**config.mk**
```make
export PLATFORM = sky130hd
export DESIGN_NAME = dbg_bus_router
export DESIGN_NICKNAME = d
export VERILOG_FILES = /design/src/rtl/dbr_pkg.sv /design/src/rtl/dbr_owner_latch.sv /design/src/rtl/dbr_req_select.sv /design/src/rtl/dbr_addr_decode.sv /design/src/rtl/dbr_resp_return.sv /design/src/rtl/dbg_bus_router.sv
export SDC_FILE = /design/constraint.sdc
export NUM_CORES = 1
export LEC_CHECK = 0
export ABC_AREA = 1
export BUFFER_PORTS_ARGS = -buffer_cell sky130_fd_sc_hd__buf_2
export CORE_AREA = 5 5 159 161
export CTS_CLUSTER_DIAMETER = 30
export DETAILED_ROUTE_END_ITERATION = 6
export DIE_AREA = 0 0 164 166
export PLACE_DENSITY = 0.42
export SLEW_MARGIN = 20
export SYNTH_ARGS = -nofsm -noshare
export SYNTH_HDL_FRONTEND = slang
export SYNTH_HIERARCHICAL = 1
export SYNTH_SLANG_ARGS = --single-unit
```
**constraint.sdc**
```tcl
create_clock -name clk -period 5.26 [get_ports clk]
set_input_delay 0.526 -clock clk [delete_from_list [all_inputs] [get_ports clk]]
set_output_delay 0.526 -clock clk [all_outputs]
set_load 0.01 [all_outputs]
```
**src/rtl/dbr_pkg.sv**
```systemverilog
package dbr_pkg;

  typedef enum logic {
    OWN_CPU = 1'b0,
    OWN_DBG = 1'b1
  } owner_e;

  // peripheral window: everything at or above the base
  function automatic logic addr_is_periph(input logic [63:0] adr,
                                          input logic [63:0] base);
    return adr >= base;
  endfunction

endpackage

```
**src/rtl/dbr_owner_latch.sv**
```systemverilog
module dbr_owner_latch
  import dbr_pkg::*;
(
  input  logic   clk,
  input  logic   rst_n,
  input  logic   dbg_mode_i,
  input  logic   own_cyc_i,
  input  logic   own_ack_i,
  output owner_e owner_o
);

  owner_e owner_q;
  logic   may_switch;

  // hand-over allowed when idle or when the open transfer completes now
  assign may_switch = !own_cyc_i || own_ack_i;

  always_ff @(posedge clk) begin
    if (!rst_n)          owner_q <= OWN_DBG;
    else if (may_switch) owner_q <= dbg_mode_i ? OWN_DBG : OWN_CPU;
  end

  assign owner_o = owner_q;


  hold_owner_chk: assert property (@(posedge clk) disable iff (!rst_n)
    (own_cyc_i && !own_ack_i) |=> $stable(owner_q));


  follow_mode_chk: assert property (@(posedge clk) disable iff (!rst_n)
    (!own_cyc_i && dbg_mode_i) |=> (owner_q == OWN_DBG));

endmodule

```
**src/rtl/dbr_req_select.sv**
```systemverilog
module dbr_req_select
  import dbr_pkg::*;
#(
  parameter int AW = 32,
  parameter int DW = 32,
  localparam int SW = DW / 8
) (
  input  owner_e          owner_i,
  input  logic [AW-1:0]   cpu_adr_i,
  input  logic [DW-1:0]   cpu_dat_i,
  input  logic [SW-1:0]   cpu_sel_i,
  input  logic            cpu_we_i,
  input  logic            cpu_cyc_i,
  input  logic            cpu_stb_i,
  input  logic [AW-1:0]   dbg_adr_i,
  input  logic [DW-1:0]   dbg_dat_i,
  input  logic [SW-1:0]   dbg_sel_i,
  input  logic            dbg_we_i,
  input  logic            dbg_cyc_i,
  input  logic            dbg_stb_i,
  output logic [AW-1:0]   m_adr_o,
  output logic [DW-1:0]   m_dat_o,
  output logic [SW-1:0]   m_sel_o,
  output logic            m_we_o,
  output logic            m_cyc_o,
  output logic            m_stb_o
);

  logic pick_dbg;
  assign pick_dbg = (owner_i == OWN_DBG);

  always_comb begin
    if (pick_dbg) begin
      m_adr_o = dbg_adr_i;
      m_dat_o = dbg_dat_i;
      m_sel_o = dbg_sel_i;
      m_we_o  = dbg_we_i;
      m_cyc_o = dbg_cyc_i;
      m_stb_o = dbg_stb_i;
    end else begin
      m_adr_o = cpu_adr_i;
      m_dat_o = cpu_dat_i;
      m_sel_o = cpu_sel_i;
      m_we_o  = cpu_we_i;
      m_cyc_o = cpu_cyc_i;
      m_stb_o = cpu_stb_i;
    end
  end

endmodule

```
**src/rtl/dbr_addr_decode.sv**
```systemverilog
module dbr_addr_decode
  import dbr_pkg::*;
#(
  parameter int          AW          = 32,
  parameter logic [63:0] PERIPH_BASE = 64'h4000_0000
) (
  input  logic          clk,
  input  logic          rst_n,
  input  logic [AW-1:0] m_adr_i,
  input  logic          m_cyc_i,
  input  logic          m_stb_i,
  output logic          hit_per_o,
  output logic          ram_cyc_o,
  output logic          ram_stb_o,
  output logic          per_cyc_o,
  output logic          per_stb_o
);

  logic hit_per;
  assign hit_per   = addr_is_periph(64'(m_adr_i), PERIPH_BASE);
  assign hit_per_o = hit_per;

  assign ram_cyc_o = m_cyc_i && !hit_per;
  assign ram_stb_o = m_stb_i && !hit_per;
  assign per_cyc_o = m_cyc_i &&  hit_per;
  assign per_stb_o = m_stb_i &&  hit_per;


  one_target_chk: assert property (@(posedge clk) disable iff (!rst_n)
    $onehot0({ram_cyc_o, per_cyc_o}));


  no_stray_cyc_chk: assert property (@(posedge clk) disable iff (!rst_n)
    (ram_cyc_o || per_cyc_o) |-> m_cyc_i);

endmodule

```
**src/rtl/dbr_resp_return.sv**
```systemverilog
module dbr_resp_return
  import dbr_pkg::*;
#(
  parameter int DW = 32
) (
  input  logic          clk,
  input  logic          rst_n,
  input  owner_e        owner_i,
  input  logic          m_cyc_i,
  input  logic          m_stb_i,
  input  logic          hit_per_i,
  input  logic [DW-1:0] ram_rdt_i,
  input  logic          ram_ack_i,
  input  logic [DW-1:0] per_rdt_i,
  input  logic          per_ack_i,
  output logic          own_ack_o,
  output logic [DW-1:0] cpu_rdt_o,
  output logic          cpu_ack_o,
  output logic [DW-1:0] dbg_rdt_o,
  output logic          dbg_ack_o
);

  logic          tgt_ack;
  logic [DW-1:0] tgt_rdt;

  assign tgt_ack   = m_cyc_i && m_stb_i && (hit_per_i ? per_ack_i : ram_ack_i);
  assign tgt_rdt   = hit_per_i ? per_rdt_i : ram_rdt_i;
  assign own_ack_o = tgt_ack;

  always_comb begin
    cpu_ack_o = 1'b0;
    dbg_ack_o = 1'b0;
    cpu_rdt_o = '0;
    dbg_rdt_o = '0;
    if (owner_i == OWN_DBG) begin
      dbg_ack_o = tgt_ack;
      dbg_rdt_o = tgt_rdt;
    end else begin
      cpu_ack_o = tgt_ack;
      cpu_rdt_o = tgt_rdt;
    end
  end


  single_ack_chk: assert property (@(posedge clk) disable iff (!rst_n)
    !(cpu_ack_o && dbg_ack_o));


  ack_source_chk: assert property (@(posedge clk) disable iff (!rst_n)
    (cpu_ack_o || dbg_ack_o) |-> (ram_ack_i || per_ack_i));

endmodule

```
**src/rtl/dbg_bus_router.sv**
```systemverilog
module dbg_bus_router
  import dbr_pkg::*;
#(
  parameter int          AW          = 32,
  parameter int          DW          = 32,
  parameter logic [63:0] PERIPH_BASE = 64'h4000_0000,
  localparam int         SW          = DW / 8
) (
  input  logic          clk,
  input  logic          rst_n,
  input  logic          dbg_mode_i,
  input  logic [AW-1:0] cpu_adr_i,
  input  logic [DW-1:0] cpu_dat_i,
  input  logic [SW-1:0] cpu_sel_i,
  input  logic          cpu_we_i,
  input  logic          cpu_cyc_i,
  input  logic          cpu_stb_i,
  output logic [DW-1:0] cpu_rdt_o,
  output logic          cpu_ack_o,
  input  logic [AW-1:0] dbg_adr_i,
  input  logic [DW-1:0] dbg_dat_i,
  input  logic [SW-1:0] dbg_sel_i,
  input  logic          dbg_we_i,
  input  logic          dbg_cyc_i,
  input  logic          dbg_stb_i,
  output logic [DW-1:0] dbg_rdt_o,
  output logic          dbg_ack_o,
  output logic [AW-1:0] ram_adr_o,
  output logic [DW-1:0] ram_dat_o,
  output logic [SW-1:0] ram_sel_o,
  output logic          ram_we_o,
  output logic          ram_cyc_o,
  output logic          ram_stb_o,
  input  logic [DW-1:0] ram_rdt_i,
  input  logic          ram_ack_i,
  output logic [AW-1:0] per_adr_o,
  output logic [DW-1:0] per_dat_o,
  output logic [SW-1:0] per_sel_o,
  output logic          per_we_o,
  output logic          per_cyc_o,
  output logic          per_stb_o,
  input  logic [DW-1:0] per_rdt_i,
  input  logic          per_ack_i
);

  owner_e        owner;
  logic [AW-1:0] m_adr;
  logic [DW-1:0] m_dat;
  logic [SW-1:0] m_sel;
  logic          m_we, m_cyc, m_stb;
  logic          hit_per, own_ack;

  dbr_owner_latch u_owner (
    .clk        (clk),
    .rst_n      (rst_n),
    .dbg_mode_i (dbg_mode_i),
    .own_cyc_i  (m_cyc),
    .own_ack_i  (own_ack),
    .owner_o    (owner)
  );

  dbr_req_select #(.AW(AW), .DW(DW)) u_sel (
    .owner_i   (owner),
    .cpu_adr_i (cpu_adr_i), .cpu_dat_i (cpu_dat_i), .cpu_sel_i (cpu_sel_i),
    .cpu_we_i  (cpu_we_i),  .cpu_cyc_i (cpu_cyc_i), .cpu_stb_i (cpu_stb_i),
    .dbg_adr_i (dbg_adr_i), .dbg_dat_i (dbg_dat_i), .dbg_sel_i (dbg_sel_i),
    .dbg_we_i  (dbg_we_i),  .dbg_cyc_i (dbg_cyc_i), .dbg_stb_i (dbg_stb_i),
    .m_adr_o   (m_adr), .m_dat_o (m_dat), .m_sel_o (m_sel),
    .m_we_o    (m_we),  .m_cyc_o (m_cyc), .m_stb_o (m_stb)
  );

  dbr_addr_decode #(.AW(AW), .PERIPH_BASE(PERIPH_BASE)) u_dec (
    .clk       (clk),
    .rst_n     (rst_n),
    .m_adr_i   (m_adr),
    .m_cyc_i   (m_cyc),
    .m_stb_i   (m_stb),
    .hit_per_o (hit_per),
    .ram_cyc_o (ram_cyc_o),
    .ram_stb_o (ram_stb_o),
    .per_cyc_o (per_cyc_o),
    .per_stb_o (per_stb_o)
  );

  dbr_resp_return #(.DW(DW)) u_resp (
    .clk       (clk),
    .rst_n     (rst_n),
    .owner_i   (owner),
    .m_cyc_i   (m_cyc),
    .m_stb_i   (m_stb),
    .hit_per_i (hit_per),
    .ram_rdt_i (ram_rdt_i),
    .ram_ack_i (ram_ack_i),
    .per_rdt_i (per_rdt_i),
    .per_ack_i (per_ack_i),
    .own_ack_o (own_ack),
    .cpu_rdt_o (cpu_rdt_o),
    .cpu_ack_o (cpu_ack_o),
    .dbg_rdt_o (dbg_rdt_o),
    .dbg_ack_o (dbg_ack_o)
  );

  // request payload goes to both targets; only cyc/stb select
  assign ram_adr_o = m_adr;
  assign ram_dat_o = m_dat;
  assign ram_sel_o = m_sel;
  assign ram_we_o  = m_we;
  assign per_adr_o = m_adr;
  assign per_dat_o = m_dat;
  assign per_sel_o = m_sel;
  assign per_we_o  = m_we;


  cpu_blocked_chk: assert property (@(posedge clk) disable iff (!rst_n)
    (owner == OWN_DBG && !dbg_cyc_i) |-> (!ram_cyc_o && !per_cyc_o && !cpu_ack_o));


  ram_window_chk: assert property (@(posedge clk) disable iff (!rst_n)
    ram_cyc_o |-> (64'(ram_adr_o) < PERIPH_BASE));


  per_window_chk: assert property (@(posedge clk) disable iff (!rst_n)
    per_cyc_o |-> (64'(per_adr_o) >= PERIPH_BASE));

endmodule

```
Word-level counts from Yosys, hierarchy flattened

Cells that the tools add are included.

Logic and storage cells: 24
Input bits: 211
Register bits: 1
Output and inout bits: 208

Mux-type cells: 13
Reductions and logical operators: 9
Magnitude comparators: 1

Operator list:

| kind                                                                     | count |
|---|---|
| 32-bit two-way mux                                                       | 5 |
| 32-bit by 31-bit >= comparator with 1-bit output (second input constant) | 1 |
| 1-bit two-way mux                                                        | 7 |
| 1-bit logical AND                                                        | 6 |
| 4-bit two-way mux                                                        | 1 |
| 1-bit zero test                                                          | 2 |
| 1-bit logical OR                                                         | 1 |

Logic depth before layout (Yosys ltp)

Depth after elaboration: 5
Mapped depth: 17
Gate-level depth less buffers: 14

Modules after synthesis

Netlist, hierarchy kept.

By module, submodules not included:

| module          | sequential area each (um2) | area each (um2) | times used | cells each |
|---|---|---|---|---|
| dbr_req_select  | 0.0                        | 932.1           | 1          | 229 |
| dbr_resp_return | 0.0                        | 880.8           | 1          | 185 |
| dbg_bus_router  | 0.0                        | 518.0           | 1          | 69 |
| dbr_owner_latch | 20.0                       | 41.3            | 1          | 6 |
| dbr_addr_decode | 0.0                        | 40.0            | 1          | 10 |

Least setup slack after synthesis

No wires, ideal clock.

Kind: register -> output
Start: register u_owner.owner_q, in the netlist u_owner/owner_o
End: output port cpu_rdt_o[10]
Data required time: 4.734 ns
Cell stages (with the launch flop): 10
Buffers on the path: 3
Arrival: 1.591 ns
Slack: 3.143 ns
Cells stage by stage: dfxtp_1 buf_4 buf_2 nand2_1 nand2_1 inv_1 nand2_2 clkbuf_2 o21ai_2 nor2_1

Longest elaborated chain between the ends: 4

Ends and longest elaborated chain:

| what                                             | line                  | RTL |
|---|---|---|
| from (decl)                                      | dbr_owner_latch.sv:12 | `owner_e owner_q;` |
| from (signal assigned)                           | dbr_owner_latch.sv:20 | `else if (may_switch) owner_q <= dbg_mode_i ? OWN_DBG : OWN_CPU;` |
| 32-bit two-way mux                               | dbr_req_select.sv:33  | `if (pick_dbg) begin` |
| named net per_adr_o[30]                          | dbg_bus_router.sv:36  | `output logic [AW-1:0] per_adr_o,` |
| 32-bit by 31-bit >= comparator with 1-bit output | dbr_pkg.sv:11         | `return adr >= base;` |
| named net hit_per                                | dbg_bus_router.sv:51  | `logic hit_per, own_ack;` |
| 32-bit two-way mux                               | dbr_resp_return.sv:27 | `assign tgt_rdt = hit_per_i ? per_rdt_i : ram_rdt_i;` |
| 32-bit two-way mux                               | dbr_resp_return.sv:35 | `if (owner_i == OWN_DBG) begin` |
| to (decl)                                        | dbg_bus_router.sv:18  | `output logic [DW-1:0] cpu_rdt_o,` |

The timed path passes the listed nets, and every way through them passes these cells.

Worst setup path in the final report

Start: register u_owner.owner_q, in the netlist u_owner/owner_o
End: output port dbg_rdt_o[5]

Longest elaborated chain between the ends: 4

Ends and longest elaborated chain:

| what                                             | line                  | RTL |
|---|---|---|
| 32-bit two-way mux                               | dbr_req_select.sv:33  |  |
| 32-bit by 31-bit >= comparator with 1-bit output | dbr_pkg.sv:11         |  |
| named net hit_per                                | dbg_bus_router.sv:51  |  |
| 32-bit two-way mux                               | dbr_resp_return.sv:27 |  |
| 32-bit two-way mux                               | dbr_resp_return.sv:35 |  |
| to (decl)                                        | dbg_bus_router.sv:26  | `output logic [DW-1:0] dbg_rdt_o,` |

The timed path passes the listed nets, and every way through them passes these cells.

==> flow_summary_export.csv <==
group,metric,value,unit
run_status,status,"completed",
logic_synthesis,ys.warnings.count,6,
die,core,23800,µm²
timing,final.period_utilization,64.0,%
clock_network,clkLatencyLatePin,0,ns
timing,finalMaxSlewViolations,0,
clock_network,ctsHoldBuffers,0,
setup_path,path_max_fanout,71,
grt,grt_max_degree,72,
min_path,whs_endpoint,"u_owner/owner_o$_SDFFE_PN1P_",
route,wl_per_cell,12.9,µm
route,vias,3968,
min_path,hold_path_class,"primary input to flop",
die,dieArea,27200,µm²
setup_path,startpoint_type,"flop",
setup_path,r2r_end,"u_owner/owner_o$_SDFFE_PN1P_",
route,vias_per_cell,3.46,
final_layout,area_delta_synth_final,73.6,%
final_layout,final_util,17.6,%
timing,rsz0062_at_grt,"false",
grt,antenna_found_initial,2,
setup_path,reg2reg_depth,14,
route,drc,0,
final_layout,nets,1034,
setup_path,path_class,"flop to output pin",
placed_design,port_buffers,418,
power,power_leakage,2.91,nW
power,power.density,173,nW/µm²
clock_network,post_cts_buffers,0,
timing,tns,0,ns
logic_synthesis,ys_seq_area_share,0.830,%
die,die_h,166,µm
setup_path,r2r_setup_slack,2.53,ns
die,die_w,164,µm
min_path,min_from,"dbg_mode_i",
power,ir_drop,0.0000816,V
clock_network,path_clk_slew,0,ns
grt,gr-total-overflow,0,
timing,worst_pin_slew,1.00,ns
logic_synthesis,ys_seq_elements,1,
grt,grt_usage,9.76,%
final_layout,fin_area,4190,µm²
timing,fin_crit,3.37,ns
route,dr.pass1.iters,4,
setup_path,cp.arrival,2.84,ns
placed_design,globalplace.congestion,0.875,
route,drt.antenna.violating_nets,0,
logic_synthesis,synthDistinctLibCells,17,
setup_path,cp.required,4.73,ns
timing,setup_viol_count_final,0,
final_layout,largest_reg_flops,1,
route,drt-initial-drc-count,141,
timing,skew,0,ns
timing,slew_headroom,32.8,%
run,maxCapViolations,0,
min_path,hold_path_depth,3,
die,start_util,10.1,%
setup_path,r2r_start,"u_owner/owner_o$_SDFFE_PN1P_",
final_layout,fillers,2896,
logic_synthesis,syn_area_per_cell,4.83,µm²
grt,grt_pass1_wl,21600,µm
timing,hold_violations,0,
logic_synthesis,synth_area,2410,µm²
die,row_count,57,
die,ios,419,
final_layout,drive_above_1_share,54.8,%
logic_synthesis,synthCells,499,
logic_synthesis,synth_nets,710,
grt,grt_pass1_vias,3940,
timing,fmax,0.297,GHz
setup_path,end_kind,"output pin",
route,wirelength,14800,µm
placed_design,dp_hpwl,13000,µm
clock_network,cts_resized,0,
placed_design,postPlaceCellArea,4190,µm²
## power by group
| group | switching, mW | internal, mW |
|---|---|---|
| registers | 0.0136 | 0.00900 |
| clock network | 0 | 0.0000000254 |
| logic | 0.426 | 0.276 |
## synth_stat cells (all sizes together)
library cell,n,area share [%]
inv,42,6.7
nor2,71,11
dfxtp,1,0.83
o21ai,32,11
clkbuf,5,0.88
buf,93,30
nand3,2,0.41
nand2,253,39
## layout by cell type, fill, tap and decap left out, types with 2 or more instances in the layout
master and count:
buf_2 418, buf_4 2, inv_1 39, nand2_1 252, nand3_1 2, nor2_1 71
o21ai_0 5, o21ai_2 26
## critical path, stage by stage (launching register included)
cell	delay [ns]
dfxtp_4	0.47
inv_6	0.42
nand2_1	0.10
nand2_1	0.16
inv_2	0.05
nand2_2	0.65
buf_4	0.43
nand2_1	0.11
o21ai_2	0.08
nor2_1	0.07
buf_2	0.18
## worst max path at each step
stage,cells after the start,end,from
floorplan,9,cpu_rdt_o[10],u_owner/owner_o$_SDFFE_PN1P_
global route,10,dbg_rdt_o[9],u_owner/owner_o$_SDFFE_PN1P_
finish,10,dbg_rdt_o[5],u_owner/owner_o$_SDFFE_PN1P_
CTS,10,dbg_rdt_o[5],u_owner/owner_o$_SDFFE_PN1P_
global placement,10,cpu_rdt_o[9],u_owner/owner_o$_SDFFE_PN1P_
detailed placement,10,dbg_rdt_o[5],u_owner/owner_o$_SDFFE_PN1P_
## layer usage
| layer | vias up | global-route usage [%] | part of all wire, % |
|---|---|---|---|
| li1 | 2050 | - | - |
| met4 | 2 | 2.01 | 2.3 |
| met3 | 30 | 2.01 | 10 |
| met5 | - | 0 | 0.088 |
| met1 | 1643 | 10.8 | 37 |
| met2 | 243 | 18.9 | 50 |
## layout make-up
| class | count | area (µm²) | area share (%) |
|---|---|---|---|
| repair buffers | 420 | 2110 | 50.3 |
| inverters | 42 | 163 | 3.88 |
| well taps | 324 | 405 | 9.68 |
| multi-input cells | 358 | 1490 | 35.5 |
| flip-flops and latches | 1 | 23.8 | 0.568 |
| diodes | 1 | 2.50 | 0.0598 |
## through the flow
step	power, mW	hold slack, ns	std cells	setup slack, ns
6_report	0.725	0.772	1146	1.89
5_1_grt	0.802	0.791	1146	1.53
3_3_place_gp	0.743	0.769	1145	1.88
4_1_cts	0.741	0.786	1145	1.78
3_5_place_dp	0.738	0.785	1145	1.78
2_1_floorplan	0.503	0.485	499	3.14
## kinds of logic (layout without fill, tap and decap cells)
| group | after synthesis | in the layout | share of synthesized area (%) |
|---|---|---|---|
| AOI/OAI and AO/OA | 32 | 32 | 10.7 |
| buffers and inverters | 140 | 462 | 37.6 |
| DFF | 1 | 1 | 0.830 |
| and+or+nand+nor | 326 | 326 | 50.9 |
| other | 0 | 1 | 0 |
(Power assumes the default switching activity.)
